==> src/rtl/ycc_pkg.sv <==
package ycc_pkg;

  localparam int COEF_FRAC = 8;
  localparam int COEF_W    = 10;

  // Positions of the fields inside the control word
  localparam int CFG_EN_BIT  = 25;
  localparam int CFG_STD_BIT = 26;
  localparam int CFG_ORD_BIT = 27;

  typedef struct packed {
    logic order;   // 1: Cr first in each pair
    logic std709;  // 1: BT.709 matrix, 0: BT.601
    logic en;      // 1: convert to 4:2:2
  } out_cfg_t;

  typedef enum logic {PH_FIRST = 1'b0, PH_SECOND = 1'b1} pair_ph_e;

  // Matrix coefficient, scaled by 2^COEF_FRAC; row 0:Y 1:Cb 2:Cr, col 0:R 1:G 2:B
  function automatic logic signed [COEF_W-1:0] coef(input logic std709,
                                                    input int row, input int col);
    int v;
    v = 0;
    if (std709) begin
      case (row*3 + col)
        0: v = 47;   1: v = 157;  2: v = 16;
        3: v = -26;  4: v = -86;  5: v = 112;
        6: v = 112;  7: v = -102; 8: v = -10;
        default: v = 0;
      endcase
    end else begin
      case (row*3 + col)
        0: v = 66;   1: v = 129;  2: v = 25;
        3: v = -38;  4: v = -74;  5: v = 112;
        6: v = 112;  7: v = -94;  8: v = -18;
        default: v = 0;
      endcase
    end
    return COEF_W'(v);
  endfunction

endpackage

==> src/rtl/ycc_matrix.sv <==
module ycc_matrix
  import ycc_pkg::*;
#(
  parameter int CW = 8
) (
  input  logic          clk,
  input  logic          rst,
  input  logic          std709,
  input  logic [3*CW-1:0] in_rgb,
  input  logic          in_de,
  output logic [3*CW-1:0] out_rgb,
  output logic [CW-1:0] out_y,
  output logic [CW-1:0] out_cb,
  output logic [CW-1:0] out_cr,
  output logic          out_de
);

  localparam int AW     = CW + COEF_W + 3;
  localparam int OFS_SH = CW - 8;
  localparam int RND    = 1 << (COEF_FRAC - 1);
  localparam int LO_LIM = 16 << OFS_SH;

  for (genvar row = 0; row < 3; row++) begin : g_row
    localparam int OFS = (row == 0) ? (16 << OFS_SH) : (128 << OFS_SH);
    localparam int HI  = (row == 0) ? (235 << OFS_SH) : (240 << OFS_SH);

    logic signed [AW-1:0] acc;
    logic signed [AW-1:0] scaled;
    logic [CW-1:0]        res;

    always_comb begin
      acc = AW'(RND);
      for (int col = 0; col < 3; col++) begin
        acc = acc + AW'(coef(std709, row, col)) *
                    $signed({{(AW-CW){1'b0}}, in_rgb[(2-col)*CW +: CW]});
      end
      scaled = (acc >>> COEF_FRAC) + AW'(OFS);
      if (scaled < AW'(LO_LIM))      res = CW'(LO_LIM);
      else if (scaled > AW'(HI))     res = CW'(HI);
      else                           res = scaled[CW-1:0];
    end
  end

  always_ff @(posedge clk) begin
    if (rst) begin
      out_de  <= 1'b0;
      out_rgb <= '0;
      out_y   <= '0;
      out_cb  <= '0;
      out_cr  <= '0;
    end else begin
      out_de  <= in_de;
      out_rgb <= in_rgb;
      out_y   <= g_row[0].res;
      out_cb  <= g_row[1].res;
      out_cr  <= g_row[2].res;
    end
  end

endmodule

==> src/rtl/ycc_pair_pack.sv <==
module ycc_pair_pack
  import ycc_pkg::*;
#(
  parameter int CW = 8
) (
  input  logic            clk,
  input  logic            rst,
  input  logic            en,
  input  logic            order,
  input  logic [3*CW-1:0] in_rgb,
  input  logic [CW-1:0]   in_y,
  input  logic [CW-1:0]   in_cb,
  input  logic [CW-1:0]   in_cr,
  input  logic            in_de,
  output logic [3*CW-1:0] out_data,
  output logic            out_de
);

  // Current pixel (cur_*) while in_* is the look-ahead partner
  logic [3*CW-1:0] cur_rgb;
  logic [CW-1:0]   cur_y, cur_cb, cur_cr;
  logic            cur_de;
  logic [CW-1:0]   held_c;
  pair_ph_e        phase;

  logic [CW:0]     sum_cb, sum_cr;
  logic [CW-1:0]   pair_cb, pair_cr, first_c, second_c;

  always_comb begin
    sum_cb  = {1'b0, cur_cb} + {1'b0, in_cb} + (CW+1)'(1);
    sum_cr  = {1'b0, cur_cr} + {1'b0, in_cr} + (CW+1)'(1);
    pair_cb = in_de ? sum_cb[CW:1] : cur_cb;
    pair_cr = in_de ? sum_cr[CW:1] : cur_cr;
    first_c  = order ? pair_cr : pair_cb;
    second_c = order ? pair_cb : pair_cr;
  end

  always_ff @(posedge clk) begin
    if (rst) begin
      cur_rgb <= '0;
      cur_y   <= '0;
      cur_cb  <= '0;
      cur_cr  <= '0;
      cur_de  <= 1'b0;
    end else begin
      cur_rgb <= in_rgb;
      cur_y   <= in_y;
      cur_cb  <= in_cb;
      cur_cr  <= in_cr;
      cur_de  <= in_de;
    end
  end

  always_ff @(posedge clk) begin
    if (rst) begin
      phase    <= PH_FIRST;
      held_c   <= '0;
      out_data <= '0;
      out_de   <= 1'b0;
    end else begin
      out_de <= cur_de;
      if (!cur_de) begin
        phase    <= PH_FIRST;
        out_data <= '0;
      end else begin
        phase <= (phase == PH_FIRST) ? PH_SECOND : PH_FIRST;
        if (!en) begin
          out_data <= cur_rgb;
        end else if (phase == PH_FIRST) begin
          out_data <= {{CW{1'b0}}, cur_y, first_c};
          held_c   <= second_c;
        end else begin
          out_data <= {{CW{1'b0}}, cur_y, held_c};
        end
      end
    end
  end

endmodule

==> src/rtl/sync_delay.sv <==
module sync_delay #(
  parameter int W     = 2,
  parameter int DEPTH = 4
) (
  input  logic         clk,
  input  logic         rst,
  input  logic [W-1:0] d,
  output logic [W-1:0] q
);

  logic [DEPTH-1:0][W-1:0] stg;

  always_ff @(posedge clk) begin
    if (rst) begin
      stg <= '0;
    end else begin
      stg[0] <= d;
      for (int i = 1; i < DEPTH; i++) stg[i] <= stg[i-1];
    end
  end

  assign q = stg[DEPTH-1];

endmodule

==> src/rtl/ycc422_out.sv <==
module ycc422_out
  import ycc_pkg::*;
#(
  parameter int CW    = 8,
  parameter int CFG_W = 32
) (
  input  logic            clk,
  input  logic            rst,
  input  logic [CFG_W-1:0] cfg_word,
  input  logic [3*CW-1:0] in_rgb,
  input  logic            in_de,
  input  logic            in_hs,
  input  logic            in_vs,
  output logic [3*CW-1:0] out_data,
  output logic            out_de,
  output logic            out_hs,
  output logic            out_vs
);

  // Input reg + matrix reg + pair reg + output reg
  localparam int LAT = 4;

  out_cfg_t        cfg_q;
  logic [3*CW-1:0] s1_rgb;
  logic            s1_de;
  logic [3*CW-1:0] s2_rgb;
  logic [CW-1:0]   s2_y, s2_cb, s2_cr;
  logic            s2_de;

  always_ff @(posedge clk) begin
    if (rst) begin
      cfg_q <= '0;
    end else if (in_vs) begin
      cfg_q.en     <= cfg_word[CFG_EN_BIT];
      cfg_q.std709 <= cfg_word[CFG_STD_BIT];
      cfg_q.order  <= cfg_word[CFG_ORD_BIT];
    end
  end

  always_ff @(posedge clk) begin
    if (rst) begin
      s1_rgb <= '0;
      s1_de  <= 1'b0;
    end else begin
      s1_rgb <= in_rgb;
      s1_de  <= in_de;
    end
  end

  ycc_matrix #(.CW(CW)) u_matrix (
    .clk    (clk),
    .rst    (rst),
    .std709 (cfg_q.std709),
    .in_rgb (s1_rgb),
    .in_de  (s1_de),
    .out_rgb(s2_rgb),
    .out_y  (s2_y),
    .out_cb (s2_cb),
    .out_cr (s2_cr),
    .out_de (s2_de)
  );

  ycc_pair_pack #(.CW(CW)) u_pack (
    .clk     (clk),
    .rst     (rst),
    .en      (cfg_q.en),
    .order   (cfg_q.order),
    .in_rgb  (s2_rgb),
    .in_y    (s2_y),
    .in_cb   (s2_cb),
    .in_cr   (s2_cr),
    .in_de   (s2_de),
    .out_data(out_data),
    .out_de  (out_de)
  );

  sync_delay #(.W(2), .DEPTH(LAT)) u_sync (
    .clk(clk),
    .rst(rst),
    .d  ({in_hs, in_vs}),
    .q  ({out_hs, out_vs})
  );

endmodule

==> config.mk <==
export PLATFORM = sky130hd
export DESIGN_NAME = ycc422_out
export DESIGN_NICKNAME = d
export VERILOG_FILES = /design/src/rtl/ycc_pkg.sv /design/src/rtl/ycc_matrix.sv /design/src/rtl/ycc_pair_pack.sv /design/src/rtl/sync_delay.sv /design/src/rtl/ycc422_out.sv
export SDC_FILE = /design/constraint.sdc
export NUM_CORES = 1
export LEC_CHECK = 0
export ABC_CLOCK_PERIOD_IN_PS = 11400
export CORE_AREA = 2 2 172 174
export DETAILED_ROUTE_END_ITERATION = 6
export DIE_AREA = 0 0 174 176
export DONT_BUFFER_PORTS = 1
export PLACE_DENSITY = 0.82
export SLEW_MARGIN = 20
export SYNTH_ARGS = -nofsm -noshare
export SYNTH_HDL_FRONTEND = slang
export SYNTH_SLANG_ARGS = --single-unit
==> constraint.sdc <==
create_clock -name clk -period 11.4 [get_ports clk]
set_input_delay 0.57 -clock clk [delete_from_list [all_inputs] [get_ports clk]]
set_output_delay 0.57 -clock clk [all_outputs]
set_load 0.1 [all_outputs]
==> results.cfg, run 1 <==
[outcome]
status = complete, no violations

[timing]
setup_viol = 0
tightest_slew_ps = 954.1
clock_skew_ps = 25.22
maxSlewHeadroom_pct = 36.30
fin_crit_sh_pct = 82.16
grt_setup_unrepaired = no
tns_ps = 0
slew_viol_final = 0
min_period_ps = 9367
fmax_mhz = 106.8
hold_viol = 0

[layout]
antennaDiodeCount = 0
area_growth_pct = 5.040
final_common_cell = inv_1
final_cell_mix = inv_1, ha_1, fa_1
final_cell_area_sq_um = 20000
drive_above_1_share_pct = 3.337
num-nets-final = 2658
fillers = 2133

[synth]
avgSynthCellArea_sq_um = 9.190
ys_types = 82
yosysWarnings = 0
syn_area_sq_um = 19040
yosys.area.top_type = ha_1
synth_edf_count = 0
synth.area.top_cells = ha_1, fa_1, dfxtp_1, inv_1, xnor2_1
synth_top_area_share_pct = 24.31
synth_flop_cell = dfxtp_1
async_flop_share_pct = 0
yosys_register_bits = 168
syn_inst = 2072
synth-seq-area-share_pct = 17.66

[placed_design]
dp.final_hpwl_um = 34590
placed_area_sq_um = 19380
numPortBuffers = 0
routabilityCongestion = 0.9286

[critical_path]
crit_slowest_cell = dfxtp_1
crit_fanout = 18
worstPathRequired_ps = 11760
critPathMostFrequentCell = ha_1
slowest_delay_ps = 660
cp-end-kind = flop
path_class = reg2reg
crit_arrival_ps = 9730
start_kind = flop

[floorplanning]
io_pins = 88
core-area_sq_um = 28550
die_width_um = 174
die_area_sq_um = 30620
rows = 62
start_util_pct = 66.70
die_h_um = 176

[clock_tree]
cts_setup_buffers = 0
cts.sinks = 168
cts_tree = done
clock_path_buffers = 2
clk_pin_slew_worst_paths_ps = 70
hold_buffers = 0
numCtsBuffers = 17
worstSkewPairLatency_ps = 430
cts_resized = 0
cts_root_buf = clkbuf_16
cts_max_level = 4

[global_route]
met1_usage_pct = 37.67
track_usage_pct = 28.89
antenna_found_initial = 0
grt_pass1_vias = 14446
grt_start_max_net_pins = 128
grt_pass1_wl_um = 70180
gr-total-overflow = 0
met2_usage_pct = 48.22
grt_busiest_layer = met2
use_met3_pct = 5.103

[detailed_routing]
viasPerCell = 5.730
drtIter0Drc = 908
wire_per_inst_um = 17.25
totalWireLength_um = 42290
dr.pass1.iters = 5
drc = 0
antenna_left = 0
via_count = 14051

[hold_path]
hp-class = in2reg

[flow_run]
maxCapViolations = 0
worst paths after layout:
path                                                    start                        endpoint  slack, ps  depth (start not counted)
worst min-delay path                                      rst          u_sync.q[1]$_SDFF_PP0_        210                          1
worst max-delay path                    cfg_q[1]$_SDFFE_PP0P_   u_matrix.out_cr[1]$_SDFF_PP0_       2030                         35
worst max register to register          cfg_q[1]$_SDFFE_PP0P_   u_matrix.out_cr[1]$_SDFF_PP0_       2030                         35
worst min register to register  u_pack.cur_rgb[21]$_SDFF_PP0_  u_pack.out_data[21]$_SDFF_PP0_        420                          1
Yosys cell counts (11+ instances only):
cell type / count
nand2b_1: 23
ha_1: 370
nor3_1: 21
nor2_1: 120
a211oi_1: 15
dfxtp_1: 168
xnor2_1: 73
inv_1: 389
o21ai_0: 46
a21o_1: 30
o21a_1: 31
nand3_1: 15
clkbuf_1: 41
a21boi_0: 11
xor2_1: 23
nor2b_1: 99
mux2i_1: 24
fa_1: 172
and2_1: 28
a21oi_1: 95
o21bai_1: 24
or2_2: 11
and3_1: 11
nand2_1: 77
registers in the layout, indices dropped and copies added (netlist names):
register          flops
cfg_q                 3
s1_de                 1
s1_rgb               24
u_matrix.out_cb       8
u_matrix.out_cr       8
u_matrix.out_de       1
u_matrix.out_rgb     24
u_matrix.out_y        8
u_pack.cur_cb         8
u_pack.cur_cr         8
u_pack.cur_de         1
u_pack.cur_rgb       24
u_pack.cur_y          8
u_pack.held_c         8
u_pack.out_data      24
u_pack.out_de         1
u_pack.phase          1
u_sync.q              2
u_sync.stg            6
critical path: cells and delay by family (launching register included):
| kind | cells | cell delay (ps) |
|---|---|---|
| multiplexers | 1 | 110 |
| buffers and inverters | 5 | 530 |
| AO/OA/AOI/OAI | 12 | 3220 |
| adder cells (fa/ha/maj) | 9 | 3470 |
| flip-flops | 1 | 660 |
| AND/OR/NAND/NOR | 8 | 1290 |
cell type report:
class | count | area [sq um] | share of cell area (%)
clock buffer | 18 | 429.2 | 2.146
tap | 384 | 480.5 | 2.402
inverter | 390 | 1469 | 7.344
multi-input combinational | 1474 | 14040 | 70.21
timing repair buffer | 4 | 30.03 | 0.1501
sequential | 168 | 3363 | 16.82
clock inverter | 14 | 186.4 | 0.9321
stage by stage:
stage / hold WS, ps / cells / setup slack [ps] / util [%]
2_1_floorplan: 401.4 / 2082 / 2900 / -
3_3_place_gp: 409.8 / 2420 / 2352 / 67.90
3_5_place_dp: 412.0 / 2420 / 2275 / 67.90
4_1_cts: 191.9 / 2452 / 2179 / 70.06
5_1_grt: 193.8 / 2452 / 1520 / 70.06
6_report: 210.9 / 2452 / 2033 / 70.06
cells by family after synthesis:
| kind of cell | synth area share, % |
|---|---|
| DFF | 17.66 |
| muxes | 1.794 |
| xor gates and xnor gates | 4.560 |
| AOI/OAI and AO/OA | 12.68 |
| buffers and inverters | 8.786 |
| adders and majority gates | 42.40 |
| other | 0.03944 |
| and+or+nand+nor | 12.08 |
routing by layer:
layer	up-vias	share of wire, %
li1	6795	-
met1	6753	44
met2	404	46
met3	99	6.5
met4	0	3.4
met5	-	0
Power of run 1 is not shown: default switching activity piles up to over one toggle a cycle in this logic, so the estimate is an artifact.
==> inputs of run 2 (changes only) <==
- ABC_CLOCK_PERIOD_IN_PS: 11400 -> 9300
- clock period: 11.4 -> 9.3 ns (I/O delays scaled with it)
==> results.cfg, run 2 (synthesis results as in run 1) <==
[critical_path]
path_class = reg2reg
worstPathRequired_ps = 9620
crit_fanout = 12
start_kind = flop
cp-end-kind = flop
crit_arrival_ps = 9060
r2r_cells = 34
crit_slowest_cell = fa_1
slowest_delay_ps = 540
r2r_slack_ps = 560

[clock_tree]
numCtsBuffers = 17
clock_path_buffers = 2
clk_pin_slew_worst_paths_ps = 70
worstSkewPairLatency_ps = 460
cts_root_buf = clkbuf_16
cts_tree = done
cts.sinks = 168
cts_max_level = 4

[floorplanning]
core-area_sq_um = 28550
rows = 62
start_util_pct = 66.70
die_area_sq_um = 30620
die_width_um = 174
io_pins = 88
die_h_um = 176

[layout]
drive_above_1_share_pct = 4.193
fillers = 2193
final_cell_mix = inv_1, ha_1, fa_1
area_growth_pct = 5.441
final_common_cell = inv_1
num-nets-final = 2665
final_cell_area_sq_um = 20080

[global_route]
grt_pass1_vias = 14305
grt_pass1_wl_um = 69610
gr-total-overflow = 0
antenna_found_initial = 0
grt_start_max_net_pins = 128
track_usage_pct = 28.65

[detailed_routing]
via_count = 14221
drtIter0Drc = 1075
totalWireLength_um = 42800
drc = 0
viasPerCell = 5.781
antenna_left = 0
wire_per_inst_um = 17.40
dr.pass1.iters = 5

[timing]
setup_slack_ps = 564.5
tns_ps = 0
setup_viol = 0
tightest_slew_ps = 943.8
min_period_ps = 8736
fin_crit_sh_pct = 93.93
grt_setup_unrepaired = no
clock_skew_ps = 30.00
maxSlewHeadroom_pct = 36.99
slew_viol_final = 0
fmax_mhz = 114.5
hold_viol = 0

[placed_design]
numPortBuffers = 0
place_ws_ps = 430.1
placed_area_sq_um = 19440
routabilityCongestion = 0.9210
dp.final_hpwl_um = 34770

[hold_path]
worstHoldPathCells = 1
hp-class = in2reg

[outcome]
status = complete, no violations

[flow_run]
maxCapViolations = 0
## run 2: worst paths after layout
check	to	from
setup / recovery	u_matrix.out_cb[4]$_SDFF_PP0_	cfg_q[1]$_SDFFE_PP0P_
hold / removal	s1_rgb[20]$_SDFF_PP0_	rst
setup reg to reg	u_matrix.out_cb[4]$_SDFF_PP0_	cfg_q[1]$_SDFFE_PP0P_
hold reg to reg	u_pack.out_data[21]$_SDFF_PP0_	u_pack.cur_rgb[21]$_SDFF_PP0_
## run 2: metrics by stage
step | cells | hold WS (ps) | util, %
after floorplan | 2082 | 401.4 | -
after global placement | 2427 | 411.9 | 68.09
after detailed placement | 2427 | 415.2 | 68.09
after CTS | 2459 | 72.00 | 70.23
after global routing | 2459 | 83.66 | 70.32
final | 2460 | 90.63 | 70.33
## run 2: what timing repair did
action | CTS | global route
resized for setup | 0 | 13
hold buffers | 0 | 0
setup buffers | 0 | 0
setup endpoints to repair | 0 | 18
## run 2: critical path: cells and delay by family (launching register included)
family / cells / cell delay, ps
AO/OA/AOI/OAI: 11 / 2130
buffers and inverters: 5 / 480
flip-flops: 1 / 490
AND/OR/NAND/NOR: 9 / 1910
adder cells (fa/ha/maj): 9 / 3590
## run 2: routing by layer
layer | vias to the layer above | wire length [um] | track usage, % | share of wire (%)
met5 | - | 0 | 0 | 0
met4 | 0 | 1176 | 9.524 | 2.7
met3 | 74 | 2347 | 3.381 | 5.5
met2 | 418 | 20220 | 48.61 | 47
met1 | 6918 | 19060 | 38.33 | 45
li1 | 6811 | - | - | -
## run 2: layout make-up
class                   instances  area, sq um  area share, %
clock inverters                14        172.7         0.8600
flip-flops and latches        168         3371          16.79
well taps                     384        480.5          2.393
repair buffers                 11        82.58         0.4113
inverters                     390         1469          7.316
clock buffers                  18        439.2          2.187
multi-input cells            1474        14060          70.03
diodes                          1        2.502        0.01246
Power of run 2 is left out for the same reason.
==> inputs of run 3 (changes only) <==
- BUFFER_PORTS_ARGS: unset -> -buffer_cell sky130_fd_sc_hd__buf_2
- CORE_AREA: 2 2 172 174 -> 2 2 175 177
- CTS_BUF_LIST: unset -> sky130_fd_sc_hd__clkbuf_4 sky130_fd_sc_hd__clkbuf_8
- DIE_AREA: 0 0 174 176 -> 0 0 177 179
- DONT_BUFFER_PORTS: 1 -> unset
- PLACE_DENSITY: 0.82 -> 0.83
- SLEW_MARGIN: 20 -> unset
==> results.cfg, run 3 (synthesis results as in run 1) <==
[critical_path]
critPathMostFrequentCell = ha_1
crit_arrival_ps = 9080
worstPathRequired_ps = 9700
cp-end-kind = flop
path_class = reg2reg
crit_slowest_cell = fa_1
start_kind = flop
crit_fanout = 14
slowest_delay_ps = 530

[timing]
maxSlewHeadroom_pct = 49.41
hold_viol = 0
slew_viol_final = 0
grt_setup_unrepaired = no
min_period_ps = 8680
fin_crit_sh_pct = 93.33
clock_skew_ps = 32.80
setup_viol = 0
tightest_slew_ps = 757.8
tns_ps = 0
fmax_mhz = 115.2

[layout]
final_cell_mix = inv_1, ha_1, fa_1
area_growth_pct = 5.947
drive_above_1_share_pct = 6.842
num-nets-final = 2724
stdcell_count = 2530
antennaDiodeCount = 0
final_common_cell = inv_1

[detailed_routing]
via_count = 14267
totalWireLength_um = 42250
wire_per_inst_um = 16.70
drtIter0Drc = 944
antenna_left = 0
viasPerCell = 5.639
dr.pass1.iters = 7
drc = 2

[floorplanning]
die_area_sq_um = 31680
die_h_um = 179
start_util_pct = 63.41
rows = 64
core-area_sq_um = 30030
io_pins = 88
die_width_um = 177

[clock_tree]
clock_path_buffers = 2
cts_tree = done
hold_buffers = 0
cts_max_level = 4
clk_pin_slew_worst_paths_ps = 130
numCtsBuffers = 17
cts_root_buf = clkbuf_8
cts.sinks = 168
cts_setup_buffers = 0
worstSkewPairLatency_ps = 510

[global_route]
grt_busiest_layer = met2
grt_start_max_net_pins = 69
antenna_found_initial = 2
track_usage_pct = 28.30
grt_pass1_vias = 14591
gr-total-overflow = 0
grt_pass1_wl_um = 70310
met2_usage_pct = 48.28
use_met3_pct = 4.177
met1_usage_pct = 36.99

[placed_design]
dp.final_hpwl_um = 35190
routabilityCongestion = 0.9284
dp_cells = 2498
numPortBuffers = 58

[flow_run]
maxCapViolations = 0

[outcome]
status = complete, but fails checks
violations = DRC

[hold_path]
hp-class = in2reg
==> run 3: critical path, delay by kind of cell (launching register included) <==
kind / cells / cell delay (ps)
and+or+nand+nor: 9 / 2000
adders and majority gates: 9 / 3500
buffers and inverters: 5 / 520
DFF: 1 / 440
AOI/OAI and AO/OA: 11 / 2120
==> run 3: layout make-up <==
class	count	area [sq um]
inverters	390	1469
clock inverters	13	132.6
well taps	396	495.5
multi-input cells	1474	14070
repair buffers	70	382.9
fillers	2362	9856
clock buffers	19	255.2
flip-flops and latches	168	3372
==> run 3: path summary, 6_finish.rpt <==
path	start	to	slack (ps)	depth (start not counted)
min	in_rgb[12]	s1_rgb[12]$_SDFF_PP0_	150	2
min reg2reg	u_pack.cur_rgb[20]$_SDFF_PP0_	u_pack.out_data[20]$_SDFF_PP0_	440	1
max	cfg_q[1]$_SDFFE_PP0P_	u_matrix.out_cb[3]$_SDFF_PP0_	620	34
max reg2reg	cfg_q[1]$_SDFFE_PP0P_	u_matrix.out_cb[3]$_SDFF_PP0_	620	34
==> run 3: per-stage QoR <==
step	hold slack [ps]	area, sq um	worst slack, ps	util [%]
2_1_floorplan	401.4	19080	800.3	-
3_3_place_gp	410.8	19750	571.2	65.78
3_5_place_dp	418.4	19750	403.9	65.78
4_1_cts	139.9	20140	309.3	67.07
5_1_grt	166.4	20170	80.24	67.18
6_report	152.0	20170	619.9	67.18
==> run 3: timing repair <==
action,in CTS,in global routing
gates resized for setup,0,12
endpoints found under the hold margin,0,0
endpoints found under the setup margin,0,16
==> run 3: metal layers <==
metal  up-vias  routed length, um
li1       6910                  -
met1      6863              18720
met2       412              19720
met3        80               2692
met4         2               1102
met5         -                 12
Power of run 3 is left out for the same reason.
